[src/rtl/wtpc_pkg.sv]
package wtpc_pkg;
   typedef enum logic [1:0] {
      CT_IDLE  = 2'd0,
      CT_WAIT  = 2'd1,
      CT_FETCH = 2'd2
   } ctl_state_e;
endpackage

[src/rtl/wtpc_array.sv]
module wtpc_array #(
   parameter int ADDR_W     = 10,
   parameter int DATA_W     = 32,
   parameter int LINES      = 8,
   parameter int LINE_WORDS = 2
) (
   input  logic                clk,
   input  logic                rst_n,
   input  logic [ADDR_W-1:0]   lk_addr,
   output logic                hit,
   output logic [DATA_W-1:0]   rd_data,
   input  logic                wr_en,
   input  logic [DATA_W-1:0]   wr_data,
   input  logic [DATA_W/8-1:0] wr_be,
   input  logic                fill_en,
   input  logic [ADDR_W-1:0]   fill_addr,
   input  logic [DATA_W-1:0]   fill_data,
   input  logic                fill_first,
   input  logic                fill_last
);
   localparam int BE_W  = DATA_W / 8;
   localparam int OFF_W = $clog2(LINE_WORDS);
   localparam int IDX_W = $clog2(LINES);
   localparam int TAG_W = ADDR_W - IDX_W - OFF_W;
   localparam int WRD_W = IDX_W + OFF_W;
   localparam int WORDS = LINES * LINE_WORDS;

   logic [DATA_W-1:0] data_q [WORDS];
   logic [TAG_W-1:0]  tag_q  [LINES];
   logic [LINES-1:0]  vld_q;

   logic [IDX_W-1:0] lk_idx, f_idx;
   logic [TAG_W-1:0] lk_tag, f_tag;
   logic [WRD_W-1:0] lk_wrd, f_wrd;

   assign lk_idx = lk_addr[OFF_W +: IDX_W];
   assign lk_tag = lk_addr[ADDR_W-1 -: TAG_W];
   assign lk_wrd = lk_addr[WRD_W-1:0];
   assign f_idx  = fill_addr[OFF_W +: IDX_W];
   assign f_tag  = fill_addr[ADDR_W-1 -: TAG_W];
   assign f_wrd  = fill_addr[WRD_W-1:0];

   assign hit     = vld_q[lk_idx] && (tag_q[lk_idx] == lk_tag);
   assign rd_data = data_q[lk_wrd];

   always_ff @(posedge clk) begin
      if (!rst_n) begin
         vld_q <= '0;
      end else if (fill_en && fill_last) begin
         vld_q[f_idx] <= 1'b1;
      end else if (fill_en && fill_first) begin
         vld_q[f_idx] <= 1'b0;
      end
   end

   always_ff @(posedge clk) begin
      if (fill_en && fill_last) begin
         tag_q[f_idx] <= f_tag;
      end
   end

   always_ff @(posedge clk) begin
      if (fill_en) begin
         data_q[f_wrd] <= fill_data;
      end else if (wr_en) begin
         for (int b = 0; b < BE_W; b++) begin
            if (wr_be[b]) begin
               data_q[lk_wrd][8*b +: 8] <= wr_data[8*b +: 8];
            end
         end
      end
   end
endmodule

[src/rtl/wtpc_wbuf.sv]
module wtpc_wbuf #(
   parameter int ADDR_W = 10,
   parameter int DATA_W = 32,
   parameter int DEPTH  = 4,
   parameter int OFF_W  = 1
) (
   input  logic                 clk,
   input  logic                 rst_n,
   input  logic                 push,
   input  logic [ADDR_W-1:0]    push_addr,
   input  logic [DATA_W-1:0]    push_data,
   input  logic [DATA_W/8-1:0]  push_be,
   input  logic                 pop,
   input  logic [ADDR_W-OFF_W-1:0] probe_line,
   output logic [ADDR_W-1:0]    head_addr,
   output logic [DATA_W-1:0]    head_data,
   output logic [DATA_W/8-1:0]  head_be,
   output logic                 empty,
   output logic                 full,
   output logic                 match
);
   localparam int BE_W  = DATA_W / 8;
   localparam int PTR_W = $clog2(DEPTH);
   localparam int CNT_W = $clog2(DEPTH + 1);

   logic [ADDR_W-1:0] e_addr [DEPTH];
   logic [DATA_W-1:0] e_data [DEPTH];
   logic [BE_W-1:0]   e_be   [DEPTH];
   logic [DEPTH-1:0]  e_vld;
   logic [DEPTH-1:0]  e_hit;
   logic [PTR_W-1:0]  wr_ptr, rd_ptr;
   logic [CNT_W-1:0]  count;

   function automatic logic [PTR_W-1:0] nxt(input logic [PTR_W-1:0] p);
      return (p == PTR_W'(DEPTH - 1)) ? '0 : p + 1'b1;
   endfunction

   assign empty     = (count == '0);
   assign full      = (count == CNT_W'(DEPTH));
   assign head_addr = e_addr[rd_ptr];
   assign head_data = e_data[rd_ptr];
   assign head_be   = e_be[rd_ptr];

   for (genvar i = 0; i < DEPTH; i++) begin : g_probe
      assign e_hit[i] = e_vld[i] && (e_addr[i][ADDR_W-1:OFF_W] == probe_line);
   end
   assign match = |e_hit;

   always_ff @(posedge clk) begin
      if (!rst_n) begin
         wr_ptr <= '0;
         rd_ptr <= '0;
         count  <= '0;
         e_vld  <= '0;
      end else begin
         if (push) begin
            wr_ptr        <= nxt(wr_ptr);
            e_vld[wr_ptr] <= 1'b1;
         end
         if (pop) begin
            rd_ptr <= nxt(rd_ptr);
            if (!(push && (wr_ptr == rd_ptr))) begin
               e_vld[rd_ptr] <= 1'b0;
            end
         end
         if (push && !pop) begin
            count <= count + 1'b1;
         end else if (pop && !push) begin
            count <= count - 1'b1;
         end
      end
   end

   always_ff @(posedge clk) begin
      if (push) begin
         e_addr[wr_ptr] <= push_addr;
         e_data[wr_ptr] <= push_data;
         e_be[wr_ptr]   <= push_be;
      end
   end


   no_overflow_chk: assert property (@(posedge clk) disable iff (!rst_n)
      push |-> !full);

   no_underflow_chk: assert property (@(posedge clk) disable iff (!rst_n)
      pop |-> !empty);
endmodule

[src/rtl/wtpc_ctrl.sv]
module wtpc_ctrl
   import wtpc_pkg::*;
#(
   parameter int ADDR_W     = 10,
   parameter int LINE_WORDS = 2,
   parameter bit DRAIN_ALL  = 1'b1
) (
   input  logic                      clk,
   input  logic                      rst_n,
   input  logic                      cpu_valid,
   input  logic                      cpu_we,
   input  logic [ADDR_W-1:0]         cpu_addr,
   input  logic                      hit,
   input  logic                      wb_full,
   input  logic                      wb_empty,
   input  logic                      wb_match,
   input  logic                      wr_pop,
   input  logic                      mem_ack,
   output logic                      cpu_stall,
   output logic                      ld_accept,
   output logic                      st_accept,
   output logic                      rd_req,
   output logic [ADDR_W-1:0]         rd_addr,
   output logic                      fill_en,
   output logic                      fill_first,
   output logic                      fill_last,
   output logic                      drain_en,
   output logic [ADDR_W-$clog2(LINE_WORDS)-1:0] miss_line
);
   localparam int OFF_W = $clog2(LINE_WORDS);
   localparam int LN_W  = ADDR_W - OFF_W;

   ctl_state_e       state;
   logic [LN_W-1:0]  line_q;
   logic [OFF_W-1:0] fcnt;
   logic             no_conflict;
   logic             go_fetch;
   logic             ld_miss;

   if (DRAIN_ALL) begin : g_all
      assign no_conflict = wb_empty & ~wb_match;
   end else begin : g_line
      assign no_conflict = ~wb_match;
   end

   assign ld_miss    = cpu_valid & ~cpu_we & ~hit;
   assign cpu_stall  = cpu_valid & ((state != CT_IDLE) | (~cpu_we & ~hit) | (cpu_we & wb_full));
   assign ld_accept  = cpu_valid & ~cpu_we & ~cpu_stall;
   assign st_accept  = cpu_valid &  cpu_we & ~cpu_stall;
   assign go_fetch   = (state == CT_WAIT) & no_conflict & (wb_empty | wr_pop);
   assign rd_req     = (state == CT_FETCH);
   assign rd_addr    = {line_q, fcnt};
   assign fill_en    = rd_req & mem_ack;
   assign fill_first = (fcnt == '0);
   assign fill_last  = &fcnt;
   assign drain_en   = (state != CT_FETCH);
   assign miss_line  = line_q;

   always_ff @(posedge clk) begin
      if (!rst_n) begin
         state  <= CT_IDLE;
         line_q <= '0;
         fcnt   <= '0;
      end else begin
         case (state)
            CT_IDLE: begin
               if (ld_miss) begin
                  state  <= CT_WAIT;
                  line_q <= cpu_addr[ADDR_W-1:OFF_W];
               end
            end
            CT_WAIT: begin
               if (go_fetch) begin
                  state <= CT_FETCH;
                  fcnt  <= '0;
               end
            end
            CT_FETCH: begin
               if (mem_ack) begin
                  fcnt <= fcnt + 1'b1;
                  if (fill_last) begin
                     state <= CT_IDLE;
                  end
               end
            end
            default: state <= CT_IDLE;
         endcase
      end
   end


   fetch_clear_chk: assert property (@(posedge clk) disable iff (!rst_n)
      rd_req |-> !wb_match);

   if (DRAIN_ALL) begin : g_all_chk

      fetch_empty_chk: assert property (@(posedge clk) disable iff (!rst_n)
         rd_req |-> wb_empty);
   end
endmodule

[src/rtl/wt_post_cache.sv]
module wt_post_cache #(
   parameter int ADDR_W     = 10,
   parameter int DATA_W     = 32,
   parameter int LINES      = 8,
   parameter int LINE_WORDS = 2,
   parameter int WB_DEPTH   = 4,
   parameter bit DRAIN_ALL  = 1'b1
) (
   input  logic                clk,
   input  logic                rst_n,
   input  logic                cpu_valid,
   input  logic                cpu_we,
   input  logic [ADDR_W-1:0]   cpu_addr,
   input  logic [DATA_W-1:0]   cpu_wdata,
   input  logic [DATA_W/8-1:0] cpu_be,
   output logic                cpu_stall,
   output logic                cpu_rvalid,
   output logic [DATA_W-1:0]   cpu_rdata,
   output logic                mem_req,
   output logic                mem_we,
   output logic [ADDR_W-1:0]   mem_addr,
   output logic [DATA_W-1:0]   mem_wdata,
   output logic [DATA_W/8-1:0] mem_be,
   input  logic                mem_ack,
   input  logic [DATA_W-1:0]   mem_rdata
);
   localparam int BE_W  = DATA_W / 8;
   localparam int OFF_W = $clog2(LINE_WORDS);
   localparam int IDX_W = $clog2(LINES);
   localparam int LN_W  = ADDR_W - OFF_W;

   if (DATA_W % 8 != 0) begin : g_bad_data
      $error("DATA_W must be a whole number of bytes");
   end
   if (LINE_WORDS < 2 || (1 << OFF_W) != LINE_WORDS) begin : g_bad_line
      $error("LINE_WORDS must be a power of two, at least 2");
   end
   if (LINES < 2 || (1 << IDX_W) != LINES) begin : g_bad_lines
      $error("LINES must be a power of two, at least 2");
   end
   if (WB_DEPTH < 2) begin : g_bad_depth
      $error("WB_DEPTH must be at least 2");
   end
   if (ADDR_W <= IDX_W + OFF_W) begin : g_bad_addr
      $error("ADDR_W leaves no tag bits");
   end

   logic              hit;
   logic [DATA_W-1:0] arr_rdata;
   logic              ld_accept, st_accept;
   logic              rd_req;
   logic [ADDR_W-1:0] rd_addr;
   logic              fill_en, fill_first, fill_last;
   logic              drain_en;
   logic [LN_W-1:0]   miss_line;
   logic              wb_empty, wb_full, wb_match;
   logic [ADDR_W-1:0] head_addr;
   logic [DATA_W-1:0] head_data;
   logic [BE_W-1:0]   head_be;
   logic              head_vld;
   logic              wr_pop;
   logic              rvalid_q;
   logic [DATA_W-1:0] rdata_q;

   wtpc_array #(
      .ADDR_W(ADDR_W), .DATA_W(DATA_W), .LINES(LINES), .LINE_WORDS(LINE_WORDS)
   ) u_array (
      .clk        (clk),
      .rst_n      (rst_n),
      .lk_addr    (cpu_addr),
      .hit        (hit),
      .rd_data    (arr_rdata),
      .wr_en      (st_accept & hit),
      .wr_data    (cpu_wdata),
      .wr_be      (cpu_be),
      .fill_en    (fill_en),
      .fill_addr  (rd_addr),
      .fill_data  (mem_rdata),
      .fill_first (fill_first),
      .fill_last  (fill_last)
   );

   wtpc_wbuf #(
      .ADDR_W(ADDR_W), .DATA_W(DATA_W), .DEPTH(WB_DEPTH), .OFF_W(OFF_W)
   ) u_wbuf (
      .clk        (clk),
      .rst_n      (rst_n),
      .push       (st_accept),
      .push_addr  (cpu_addr),
      .push_data  (cpu_wdata),
      .push_be    (cpu_be),
      .pop        (wr_pop),
      .probe_line (miss_line),
      .head_addr  (head_addr),
      .head_data  (head_data),
      .head_be    (head_be),
      .empty      (wb_empty),
      .full       (wb_full),
      .match      (wb_match)
   );

   wtpc_ctrl #(
      .ADDR_W(ADDR_W), .LINE_WORDS(LINE_WORDS), .DRAIN_ALL(DRAIN_ALL)
   ) u_ctrl (
      .clk        (clk),
      .rst_n      (rst_n),
      .cpu_valid  (cpu_valid),
      .cpu_we     (cpu_we),
      .cpu_addr   (cpu_addr),
      .hit        (hit),
      .wb_full    (wb_full),
      .wb_empty   (wb_empty),
      .wb_match   (wb_match),
      .wr_pop     (wr_pop),
      .mem_ack    (mem_ack),
      .cpu_stall  (cpu_stall),
      .ld_accept  (ld_accept),
      .st_accept  (st_accept),
      .rd_req     (rd_req),
      .rd_addr    (rd_addr),
      .fill_en    (fill_en),
      .fill_first (fill_first),
      .fill_last  (fill_last),
      .drain_en   (drain_en),
      .miss_line  (miss_line)
   );

   assign head_vld  = ~wb_empty & drain_en;
   assign wr_pop    = mem_ack & head_vld & ~rd_req;
   assign mem_req   = rd_req | head_vld;
   assign mem_we    = ~rd_req;
   assign mem_addr  = rd_req ? rd_addr : head_addr;
   assign mem_wdata = head_data;
   assign mem_be    = rd_req ? {BE_W{1'b1}} : head_be;

   always_ff @(posedge clk) begin
      if (!rst_n) begin
         rvalid_q <= 1'b0;
      end else begin
         rvalid_q <= ld_accept;
      end
   end

   always_ff @(posedge clk) begin
      if (ld_accept) begin
         rdata_q <= arr_rdata;
      end
   end

   assign cpu_rvalid = rvalid_q;
   assign cpu_rdata  = rdata_q;


   push_seen_chk: assert property (@(posedge clk) disable iff (!rst_n)
      st_accept |=> !wb_empty);

   mem_hold_chk: assert property (@(posedge clk) disable iff (!rst_n)
      (mem_req && !mem_ack) |=> (mem_req && $stable(mem_addr) && $stable(mem_we)
                                 && (mem_we -> $stable(mem_wdata))));
endmodule

[config.mk]
export PLATFORM = sky130hd
export DESIGN_NAME = wt_post_cache
export DESIGN_NICKNAME = d
export VERILOG_FILES = /design/src/rtl/wtpc_pkg.sv /design/src/rtl/wtpc_array.sv /design/src/rtl/wtpc_wbuf.sv /design/src/rtl/wtpc_ctrl.sv /design/src/rtl/wt_post_cache.sv
export SDC_FILE = /design/constraint.sdc
export NUM_CORES = 1
export LEC_CHECK = 0
export BUFFER_PORTS_ARGS = -buffer_cell sky130_fd_sc_hd__buf_2
export CAP_MARGIN = 10
export CORE_MARGIN = 10
export CORE_UTILIZATION = 55
export CTS_CLUSTER_DIAMETER = 120
export DETAILED_ROUTE_END_ITERATION = 8
export PLACE_DENSITY = 0.78
export SYNTH_ARGS = -nofsm -noshare
export SYNTH_HDL_FRONTEND = slang
export SYNTH_SLANG_ARGS = --single-unit
export TNS_END_PERCENT = 20
[constraint.sdc]
create_clock -name clk -period 5 [get_ports clk]
set_clock_uncertainty 0.2 [all_clocks]
set_input_delay 0.5 -clock clk [delete_from_list [all_inputs] [get_ports clk]]
set_output_delay 0.5 -clock clk [all_outputs]
set_load 0.005 [all_outputs]
; Word-level counts from Yosys, hierarchy flattened
; Memory sizes are Yosys's and may differ from the RTL's. A register that Yosys moved wholly into a read port is not among the register bits.
; Index checks and enable logic that the tools add are counted.
; W data, S select, Z words.
[word_totals]
mem_count = 5
register_bits = 32
wordCells = 160
mem_bits_rw = 744
inputBits = 83
out_inout_bits = 82
[memory_table]
columns = name, words, width, rd, rd_ports_with_merged_regs, write_ports, line_no
row1 = u_array.data_q, 16, 32, 1, 1, 1, wtpc_array.sv:28  ; logic [DATA_W-1:0] data_q [WORDS];
row2 = u_wbuf.e_data, 4, 32, 1, 1, 1, wtpc_wbuf.sv:27  ; logic [DATA_W-1:0] e_data [DEPTH];
row3 = u_array.tag_q, 8, 6, 1, 0, 1, wtpc_array.sv:29  ; logic [TAG_W-1:0] tag_q [LINES];
row4 = u_wbuf.e_addr, 4, 10, 5, 1, 1, wtpc_wbuf.sv:26  ; logic [ADDR_W-1:0] e_addr [DEPTH];
row5 = u_wbuf.e_be, 4, 4, 1, 1, 1, wtpc_wbuf.sv:28  ; logic [BE_W-1:0] e_be [DEPTH];
[op_classes]
muxes = 59
n_addsub = 5
n_eq_ne = 16
reduce_logical = 26
n_lt_le_gt_ge = 7
bitwise_logic = 33
[ops]
columns = operator, n
row1 = $eq A9 B9 Y1, 4
row2 = $mux W32, 1
row3 = $reduce_or A32 Y1, 1
row4 = $mux W1, 28
row5 = $mux W4, 7
row6 = $mux W2, 12
row7 = $and A1 B1 Y1, 16
row8 = $mux W8, 2
row9 = $logic_and A1 B1 Y1, 13
row10 = $mux W10, 1
row11 = $and A8 B8 Y8, 1
row12 = $lt A3 B4 Y1 const B, 2
row13 = $not A8 Y8, 1
row14 = $or A8 B8 Y8, 1
row15 = $reduce_bool A2 Y1, 4
row16 = $not A1 Y1, 7
row17 = $eq A2 B2 Y1 const B, 3
row18 = $eq A6 B6 Y1, 1
row19 = $lt A2 B3 Y1 const B, 2
row20 = $mux W3, 2
row21 = $ne A2 B1 Y1 const B, 3
row22 = $pmux W2 S3, 1
row23 = $add A2 B1 Y2 const B, 2
row24 = $and A4 B4 Y4, 1
row25 = other kinds (23), 30

; Logic depth before layout (Yosys ltp)
; Gate-level depths: netlist of the first run.
[logic_depth]
word_depth = 16
ltp_mapped = 10

; Cells and area by module
; Synthesis of the first run repeated with hierarchy kept, for this count alone.
[hier_totals]
cells_unflattened = 1466
area_unflattened_um2 = 32088.3
[by_module_without_submodules]
columns = module, instances, cells_each, seq_area_each_um2, area_each_um2
row1 = wtpc_array, 1, 978, 16976.3, 22470.3
row2 = wtpc_wbuf, 1, 356, 5785.5, 7753.7
row3 = wt_post_cache, 1, 55, 980.9, 1213.7
row4 = wtpc_ctrl, 1, 77, 240.2, 650.6

; Worst setup path after synthesis of the first run
; Ideal clock, no wire load.
[synth_timing]
kind = input to register
start = in cpu_addr[1]
end = reg rdata_q[0], in the netlist cpu_rdata[0], read port of u_array.data_q (enable)
setup_slack_ns = 0.603
required_time_ns = 4.379
cell_stages = 8
n_path_buf = 1
t_arrival_ns = 3.776
cell_sequence = buf_6 -> mux4_2 -> mux2i_1 -> xor2_1 -> nand3_1 -> nor4_4 -> inv_1 -> nor2_1
[synth_between]
elab_chain_cells = 10
[synth_lines]
columns = element, line_no
row1 = "start, declared", wt_post_cache.sv:13  ; input logic [ADDR_W-1:0] cpu_addr,
row2 = $mem_v2 Z8 W6 / $bmux W1 S3 (equally long branches), n/a
row3 = $eq A6 B6 Y1 / $mux W1 (equally long branches), wtpc_array.sv:43  ; assign hit = vld_q[lk_idx] && (tag_q[lk_idx] == lk_tag);
row4 = $logic_and A1 B1 Y1 (*), wtpc_array.sv:43
row5 = $not A1 Y1 (*), wtpc_ctrl.sv:47  ; assign cpu_stall = cpu_valid & ((state != CT_IDLE) | (~cpu_we & ~hit) | (cpu_we & wb_full));
row6 = $and A1 B1 Y1 (*), wtpc_ctrl.sv:47
row7 = $or A1 B1 Y1 (*) (2 in a row), wtpc_ctrl.sv:47
row8 = $and A1 B1 Y1 (*), wtpc_ctrl.sv:47
row9 = $not A1 Y1 (*), wtpc_ctrl.sv:48  ; assign ld_accept = cpu_valid & ~cpu_we & ~cpu_stall;
row10 = $and A1 B1 Y1 (*), wtpc_ctrl.sv:48
row11 = via ld_accept, wt_post_cache.sv:50  ; logic ld_accept, st_accept;
row12 = "end, declared", wt_post_cache.sv:63  ; logic [DATA_W-1:0] rdata_q;
; Mark *: on every way through the listed nets, which the timed path passes. The rest lies on a longest branch. The select of a mux whose other input is x is not followed.
; A chain may end at the register's enable or synchronous reset.

; Worst setup path in the final report of the first run
[layout_timing]
start = mem u_array.tag_q[7][4] in the netlist's numbering
end = out cpu_stall
[layout_between]
elab_chain_cells = 8
[layout_lines]
columns = element, line_no
row1 = "start, declared", wtpc_array.sv:29
row2 = $mem_v2 Z8 W6, n/a
row3 = $eq A6 B6 Y1, wtpc_array.sv:43
row4 = $logic_and A1 B1 Y1, wtpc_array.sv:43
row5 = $not A1 Y1, wtpc_ctrl.sv:47
row6 = $and A1 B1 Y1, wtpc_ctrl.sv:47
row7 = $or A1 B1 Y1 (2 in a row), wtpc_ctrl.sv:47
row8 = $and A1 B1 Y1, wtpc_ctrl.sv:47
row9 = "end, declared", wt_post_cache.sv:16  ; output logic cpu_stall,
; No other way between the ends.

==> out/metrics.cfg, run 1 <==
[setup_path]
end_kind=output pin
cp_max_fo=6
startpoint_type=flop
crit_arrival_ns=3.26
critical_path_class=reg2out
required_ns=4.30

[clocking]
cts_resized=0
cts_root_buffer=clkbuf_16
cts_buffer_depth=3
cts.sinks=810
clkTransAtPathRegs_ns=0.06
post-cts-setup-buffers=0
cts_buffers=78
htree_levels=3
tritoncts=built
cts_hold_buf=42
clock_latency_ns=0.64

[detailed_routing]
viasPerCell=6.18
wl_per_cell_um=28.3
initialDrtViolationCount=1937
wl_um=74900
vias=16400
dr.pass1.iters=7
drt.antenna.violating_nets=0
drc=0

[sta]
fin_crit_sh_pct=79.3
fin_setup_tns_ns=0
finalSetupViolCount=0
whs_ns=0.0267
min_period_ns=3.96
max_freq_ghz=0.252
hold_viol_final=0
tightest_slew_ns=1.29
rsz0062_at_grt=no
relSlewSlack_pct=13.8
maxSlewViolCount=0

[floorplanning]
die_h_um=261
core_area_mm2=0.0576
start_util_pct=55.5
die_area_mm2=0.0682
row_count=88
io_pins=165
die_x_um=261

[power]
p_per_area_mw_per_mm2=399
vdd_drop_max_mv=0.314
p_leak_nw=12.0

[global_route]
grt_first_pass_wirelength_um=113000
grt_max_degree=90
track_usage_pct=22.5
grt_pass1_vias=17000
gr-total-overflow=0
antenna_found_initial=1

[layout]
fillers=3687
final_nets=1916
antenna_cells=0
drive_above_1_share_pct=34.1
area_delta_synth_final_pct=15.7

[flow_run]
drv_cap=0

[synth]
netlist_area_mm2=0.0320
synth-seq-cells=810
ys_types=46
yosysSeqAreaShare_pct=75.0
syn_avg_cell_area_um2=20.8
synthCells=1534
yosys_warnings=0
synth_fp_nets=1627

[placed_design]
place_congestion=0.846
place_hpwl_um=47900
portBuffers=164

[outcome]
outcome=finished, final reports clean

[worst_hold_path]
hp-class=in2reg

## Yosys cell counts (all sizes together)
library cell,count,share of area [%]
nand3b,4,0.094
nor4,9,0.22
or3,2,0.039
o41a,1,0.035
nand2b,11,0.22
or2,6,0.12
clkinv,1,0.012
nand2,62,0.73
o21a,5,0.12
dfxtp,34,2.1
nor2,113,1.3
edfxtp,776,73
nor3,14,0.22
o21ai,6,0.094
a41oi,1,0.027
xor2,31,0.85
a211oi,6,0.14
a21o,1,0.023
and2,7,0.14
mux4,216,15
and4b,1,0.031
fa,1,0.063
clkbuf,49,0.58
mux2,37,1.3
nor2b,4,0.078
nand4b,1,0.027
mux2i,32,1.0
xnor2,14,0.38
or4b,1,0.031
buf,36,0.55
nand4,6,0.12
a21oi,15,0.23
o22ai,2,0.039
inv,7,0.082
a2111oi,1,0.086
a31oi,5,0.29
nand3,7,0.11
ha,9,0.35
## metal layers
layer  global-route usage [%]  wire [um]  up-vias
li1                         -          -     6826
met1                     29.3      28300     8534
met2                     37.7      38600      891
met3                     4.72       6200      116
met4                     6.82       1820        2
met5                        0          8        -
## final timing paths
kind         cells after the start           startpoint  slack [ns]                     to
max                              9  u_array.tag_q[7][4]        1.04              cpu_stall
min                              3          cpu_addr[5]        0.03    u_ctrl.miss_line[4]
max reg2reg                      8  u_array.tag_q[7][4]        1.30  u_array.data_q[0][10]
min reg2reg                      2                 flop        0.29                   flop
## metrics by stage
step / cell area [um^2] / std cells / power [W] / util, % / setup WS [ns]
after global placement: 34100 / 2466 / 0.00916 / 59.3 / 0.782
final: 37000 / 2647 / 0.0148 / 64.3 / 1.04
after global routing: 37000 / 2647 / 0.0152 / 64.3 / 0.908
after floorplan: 32000 / 1534 / 0.00865 / - / 0.603
after CTS: 37000 / 2647 / 0.0148 / 64.3 / 1.01
after detailed placement: 34100 / 2466 / 0.00920 / 59.3 / 0.668
## placed cells by master (no fill, tap or decap), drive strengths merged, types with 2 or more instances in the layout
cell type / instances
edfxtp: 776
buf: 251
mux4: 216
nor2: 113
clkbuf: 90
nand2: 62
dlygate4sd3: 42
mux2: 37
clkinv: 36
dfxtp: 34
mux2i: 32
xor2: 31
a21oi: 15
nor3: 14
xnor2: 14
inv: 12
nand2b: 11
ha: 9
nor4: 9
nand3: 7
and2: 7
or2: 6
a211oi: 6
o21ai: 6
nand4: 6
o21a: 5
clkinvlp: 5
bufinv: 5
a31oi: 5
nor2b: 4
nand3b: 4
o22ai: 2
or3: 2
## worst max-delay path, cell delays in order (launching register included)
cell      delay, ns
edfxtp_1       0.38
mux4_2         0.48
mux2i_1        0.18
xor2_1         0.29
nand3_1        0.18
nor4_4         0.47
buf_4          0.25
o21ai_0        0.11
and2_1         0.18
buf_2          0.12
## layout make-up
| cell class | instances | area (um^2) | share of cell area (%) |
|---|---|---|---|
| flip-flops and latches | 810 | 24000 | 64.8 |
| repair buffers | 294 | 1960 | 5.29 |
| multi-input cells | 631 | 7610 | 20.6 |
| well taps | 765 | 957 | 2.59 |
| clock inverters | 50 | 452 | 1.22 |
| inverters | 8 | 30.0 | 0.0812 |
| clock buffers | 89 | 2000 | 5.41 |
## registers in the layout, summed over array words and instances (netlist names), 3 cells and up, named ones only
register          cells
u_ctrl.miss_line      9
u_wbuf.e_addr        40
u_array.data_q      512
u_wbuf.e_vld          4
u_array.tag_q        48
cpu_rdata            32
u_wbuf.e_be          16
u_wbuf.count          3
u_wbuf.e_data       128
## power breakdown
part / leakage, nW / switching (W) / internal (W)
combinational: 3.53 / 0.000689 / 0.000652
sequential: 7.28 / 0.000183 / 0.00755
clock: 1.20 / 0.00251 / 0.00317
## cells by family after synthesis
kind of cell,count (synthesis),synth area share [%]
mux,285,17.5
fa+ha+maj,10,0.415
buf+inv,93,1.22
flops,810,75.0
simple gates,248,3.50
xor+xnor,45,1.23
compound gates,43,1.08
Note: power is estimated with default switching activity, not from simulation.
==> inputs of run 2 (changes only) <==
Clock period 5 ns to 3.9 ns, I/O delays scaled along.
==> run 2 against run 1 <==
Sequential power rose by 28%. Largest cell class unchanged. Routed wire length fell by 1.2%. Largest power group unchanged. Clock-buffer cell count rose by 2. Power rose by 29%. Non-clock buffer count rose by 11.
==> out/metrics.cfg, run 2 (synthesis gave the netlist of run 1 again) <==
[detailed_routing]
wl_um=74000
wl_per_cell_um=27.8
dr.pass1.iters=5
drc=0
viasPerCell=6.20
initialDrtViolationCount=1721
vias=16500
drt.antenna.violating_nets=0

[sta]
min_period_ns=3.79
tightest_slew_ns=1.05
max_freq_ghz=0.264
fin_crit_sh_pct=97.1
hold_viol_final=0
fin_setup_tns_ns=0
finalSetupViolCount=0
maxSlewViolCount=0
rsz0062_at_grt=yes
whs_ns=0.0587
relSlewSlack_pct=30.2

[clocking]
cts_buffer_depth=3
tritoncts=built
clock_latency_ns=0.63
clkTransAtPathRegs_ns=0.06
cts_buffers=79
cts.sinks=810
cts_root_buffer=clkbuf_16
htree_levels=3

[floorplanning]
io_pins=165
row_count=88
die_h_um=261
die_area_mm2=0.0682
core_area_mm2=0.0576
die_x_um=261
start_util_pct=55.5

[global_route]
antenna_found_initial=2
grt_first_pass_wirelength_um=112000
grt_pass1_vias=16900
grt_max_degree=72
track_usage_pct=22.1
gr-total-overflow=0

[outcome]
outcome=finished, final reports clean

[setup_path]
critical_path_class=in2reg
startpoint_type=input port
end_kind=flop
crit_arrival_ns=3.83
required_ns=3.94
cp_max_fo=20

[power]
finalPower_w=0.0191
p_leak_nw=12.1
p_per_area_mw_per_mm2=512
vdd_drop_max_mv=0.394

[layout]
area_delta_synth_final_pct=16.5
regMostFlops=u_array.data_q
final_cell_mix=776 x edfxtp_1, 216 x mux4_2, 161 x buf_2
reg.largest.list=u_array.data_q x512, u_wbuf.e_data x128, u_array.tag_q x48
fillers=3604
final_nets=1928
finalNonFillerCells=2663
layout_commonest_cell=edfxtp_1
largest_reg_flops=512
drive_above_1_share_pct=34.3

[placed_design]
place_hpwl_um=46500
place_congestion=0.887
portBuffers=164
dp.cells=2471

[worst_hold_path]
hp-class=in2reg

[flow_run]
drv_cap=0

[run 2: layer usage]
layer | global-route usage (%) | vias up | wire (um)
li1 | - | 6842 | -
met4 | 6.41 | 0 | 1880
met2 | 37.9 | 857 | 38500
met3 | 4.05 | 139 | 5770
met1 | 28.9 | 8676 | 27900
met5 | 0 | - | 0
[run 2: worst paths after layout]
check | end | depth (start not counted) | slack, ns | startpoint
worst max-delay path | u_array.data_q[2][5] | 11 | 0.11 | cpu_addr[2]
worst min-delay path | cpu_rvalid | 3 | 0.06 | cpu_valid
worst max register to register | u_array.data_q[2][5] | 9 | 0.28 | u_array.tag_q[1][5]
worst min register to register | flop | 2 | 0.29 | flop
[run 2: stage by stage]
stage                     util [%]  area [um^2]  worst slack, ns
after floorplan                  -        32000            0.119
after global placement        59.4        34200           0.0919
after detailed placement      59.4        34200          -0.0286
after CTS                     64.6        37200           0.0341
after global routing          64.7        37200         -0.00368
final                         64.7        37200            0.111
[run 2: where the power goes]
part,switching (W),internal [W]
registers,0.000208,0.00968
clock network,0.00317,0.00426
logic,0.000899,0.000858
[run 2: cell type report]
class | instances | area, um^2 | share of cell area, %
inverter | 8 | 30.0 | 0.0806
clock buffer | 91 | 2060 | 5.54
clock inverter | 51 | 448 | 1.20
antenna | 2 | 5.00 | 0.0134
tap | 765 | 957 | 2.57
sequential | 810 | 24000 | 64.4
multi-input combinational | 631 | 7630 | 20.5
timing repair buffer | 305 | 2120 | 5.70
[run 2: repair_timing]
item / 4_1_cts / 5_1_grt
setup buffers: 1 / 0
pin swaps: 1 / 1
hold buffers: 47 / 0
gates resized for setup: 0 / 8
endpoints found under the setup margin: 1 / 136
endpoints found under the hold margin: 186 / 0
[run 2: worst max-delay path, stage by stage]
cell and delay (ns):
dlygate4sd3_1 0.57, buf_8 0.20, mux4_2 0.53, mux2i_1 0.21
xor2_1 0.17, nand3_1 0.16, nor4_2 0.30, buf_4 0.34
mux2i_1 0.12, buf_4 0.20, nor2_1 0.63
==> inputs of run 3 (changes only) <==
Settings changed: SYNTH_HIERARCHICAL from default to 1.
==> run 3 against run 2 <==
The run now ends with negative setup slack left. Die area grew 0.35%. Critical path depth grew 2. Sequential share of layout area shrank 1.9 points. Highest routed layer is now met5. Non-clock buffer count grew 41. Worst setup slack lost 0.24 ns. Routed wire length grew 5.7%. Global-route usage grew 0.42 points. Design area grew 3.0%.
==> out/metrics.cfg, run 3 <==
[layout]
area_delta_synth_final_pct=19.5
regMostFlops=u_array/data_q
final_cell_mix=776 x edfxtp_1, 214 x mux4_2, 163 x buf_2
fin_util_pct=66.5
reg.largest.list=u_array/data_q x512, u_wbuf/e_data x128, u_array/tag_q x48
layout_commonest_cell=edfxtp_1
final_nets=1898
regArea_mm2=0.0240
drive_above_1_share_pct=39.6
largest_reg_flops=512
fillers=3556
multi_input_area_mm2=0.00785

[detailed_routing]
dr.pass1.iters=5
viasPerCell=6.31
drt.antenna.violating_nets=0
wl_um=78300
initialDrtViolationCount=1933
vias=16600
drc=0
wl_per_cell_um=29.7

[setup_path]
critical_path_class=reg2reg
critical-path-top-delay-family=simple AND/OR/NAND/NOR gates
end_kind=flop
crit_start=u_array/tag_q[6][3]
rr_startpoint=u_array/tag_q[6][3]
critPathSlowestCell=mux4_2
crit_arrival_ns=4.16
path_cells=mux4_2 -> mux2i_2 -> xor2_1 -> nand3_2 -> nor4_4 -> and2_4 -> nor3b_4 -> buf_6 -> buf_6 -> a31oi_2 -> buf_4 -> nor3_1 -> buf_12
cp_common_cell=buf_6
required_ns=4.03
critical_path_buf_inv_count=4
max_stage_delay_ns=0.50
startpoint_type=flop
cp_max_fo=8

[outcome]
violations=negative setup slack
outcome=complete, but fails checks

[sta]
relSlewSlack_pct=12.4
tightest_slew_ns=1.31
maxSlewViolCount=0
rsz0062_at_grt=yes
min_period_ns=4.03
hold_viol_final=0
max_freq_ghz=0.248
finalSetupViolCount=114
finalWorstSetupSlack_ns=-0.126
fin_setup_tns_ns=-4.18
fin_crit_sh_pct=103

[worst_hold_path]
hp-class=in2reg
hold_path_startpoint=mem_rdata[9]

[synth]
synth-seq-cells=810
synthAdderAreaFrac_pct=0.413
synthCells=1466
yosys.area.top_type=edfxtp_1
muxShareOfSynthArea_pct=17.6
ys_types=52
async_flop_share_pct=0
yosys.area_share.simple_pct=2.81
synth_top_family_by_area=multiplexers
netlist_area_mm2=0.0321
yosys-top-cells-count=776 x edfxtp_1, 214 x mux4_2, 71 x nor3_1
yosysMostFrequentCell=edfxtp_1
synth_compound_area_share_pct=1.14
yosysSeqAreaShare_pct=74.7
synth_fp_nets=1559
netlist.area_leader.share_pct=72.6
synthTopCellsByArea=edfxtp_1 73%, mux4_2 15%, dfxtp_1 2.1%
synth_ff_type=edfxtp_1
yosys_warnings=6
synth_xor_area_share_pct=1.26
synth_edf_count=776
syn_avg_cell_area_um2=21.9

[floorplanning]
start_util_pct=55.6
io_pins=165
core_area_mm2=0.0577
die_h_um=262
row_count=88
die_x_um=262
die_area_mm2=0.0684

[clocking]
cts_root_buffer=clkbuf_16
clock_latency_ns=0.63
cts_buffers=79
clkTransAtPathRegs_ns=0.06
cts.sinks=810
htree_levels=3
tritoncts=built
cts_buffer_depth=3

[global_route]
gr-total-overflow=0
grt_first_pass_wirelength_um=113000
grt_pass1_vias=17200
track_usage_pct=22.6
grt_max_degree=50
antenna_found_initial=5

[placed_design]
place_congestion=0.820
portBuffers=164
place_hpwl_um=47400

[flow_run]
drv_cap=0

[power]
p_leak_nw=12.6
vdd_drop_max_mv=0.367
p_per_area_mw_per_mm2=508

## run 3: cell types whose count changed after synthesis, moves of 21 or more
cell | before | now
buf_1 | 22 | 1
buf_2 | 6 | 29
clkbuf_1 | 49 | 27
nand2_1 | 62 | 31
nor2_1 | 112 | 12
nor3_1 | 14 | 71
## run 3: logic make-up after synthesis
group,count (synthesis)
AOI/OAI and AO/OA,50
muxes,280
buffers and inverters,103
DFF,810
adders and majority gates,10
and+or+nand+nor,167
xor gates and xnor gates,46
## run 3: worst paths after layout
check                          end  slack [ns]  cells past startpoint
min          u_array/data_q[12][9]        0.03                      2
min reg2reg        u_wbuf/count[2]        0.31                      2
max reg2reg   u_array/data_q[5][6]       -0.13                     13
max           u_array/data_q[5][6]       -0.13                     13
## run 3: per-layer routing
layer / global-route usage (%) / wire [um] / vias up / share of wire, %
li1: - / - / 6789 / -
met1: 29.7 / 29600 / 8714 / 38
met2: 36.5 / 39700 / 983 / 51
met3: 5.01 / 6930 / 147 / 8.9
met4: 8.96 / 2120 / 2 / 2.7
met5: 0 / 7 / - / 0.0089
## run 3: power by group
part	total [W]	switching (W)	internal (W)
clock network	0.00770	0.00328	0.00442
logic	0.00190	0.000969	0.000932
registers	0.00988	0.000188	0.00969
total	0.0195	0.00444	0.0150
## run 3: worst reg2reg max path, stage by stage, from the launching register on
cell and delay, ns:
edfxtp_1 0.40, mux4_2 0.50, mux2i_2 0.19, xor2_1 0.23
nand3_2 0.15, nor4_4 0.36, and2_4 0.20, nor3b_4 0.17
buf_6 0.16, buf_6 0.13, a31oi_2 0.14, buf_4 0.24
nor3_1 0.44, buf_12 0.21
## run 3: area by class of cell
| class | count | share of cell area [%] |
|---|---|---|
| antenna | 3 | 0.0196 |
| clock buffer | 97 | 5.41 |
| clock inverter | 49 | 1.40 |
| inverter | 15 | 0.147 |
| multi-input combinational | 553 | 20.5 |
| sequential | 810 | 62.5 |
| tap | 765 | 2.50 |
| timing repair buffer | 346 | 7.53 |
## run 3: what timing repair did
item | in CTS | in global routing
endpoints found under the setup margin | 762 | 826
cloned | 1 | 0
hold buffers | 45 | 0
pin swaps | 1 | 14
buffers inserted | 7 | 16
endpoints found under the hold margin | 176 | 0
gates resized for setup | 33 | 69
## run 3: through the flow
step           total power, W  hold WS, ns  instance area [um^2]  cells  setup slack, ns
2_1_floorplan          0.0112        0.245                 32100   1466           -0.238
3_3_place_gp           0.0118        0.285                 34600   2422           -0.553
3_5_place_dp           0.0118        0.298                 34600   2422           -0.737
4_1_cts                0.0195       0.0271                 37900   2621          -0.0617
5_1_grt                0.0201       0.0423                 38400   2637           -0.151
6_report               0.0195       0.0332                 38400   2638           -0.126
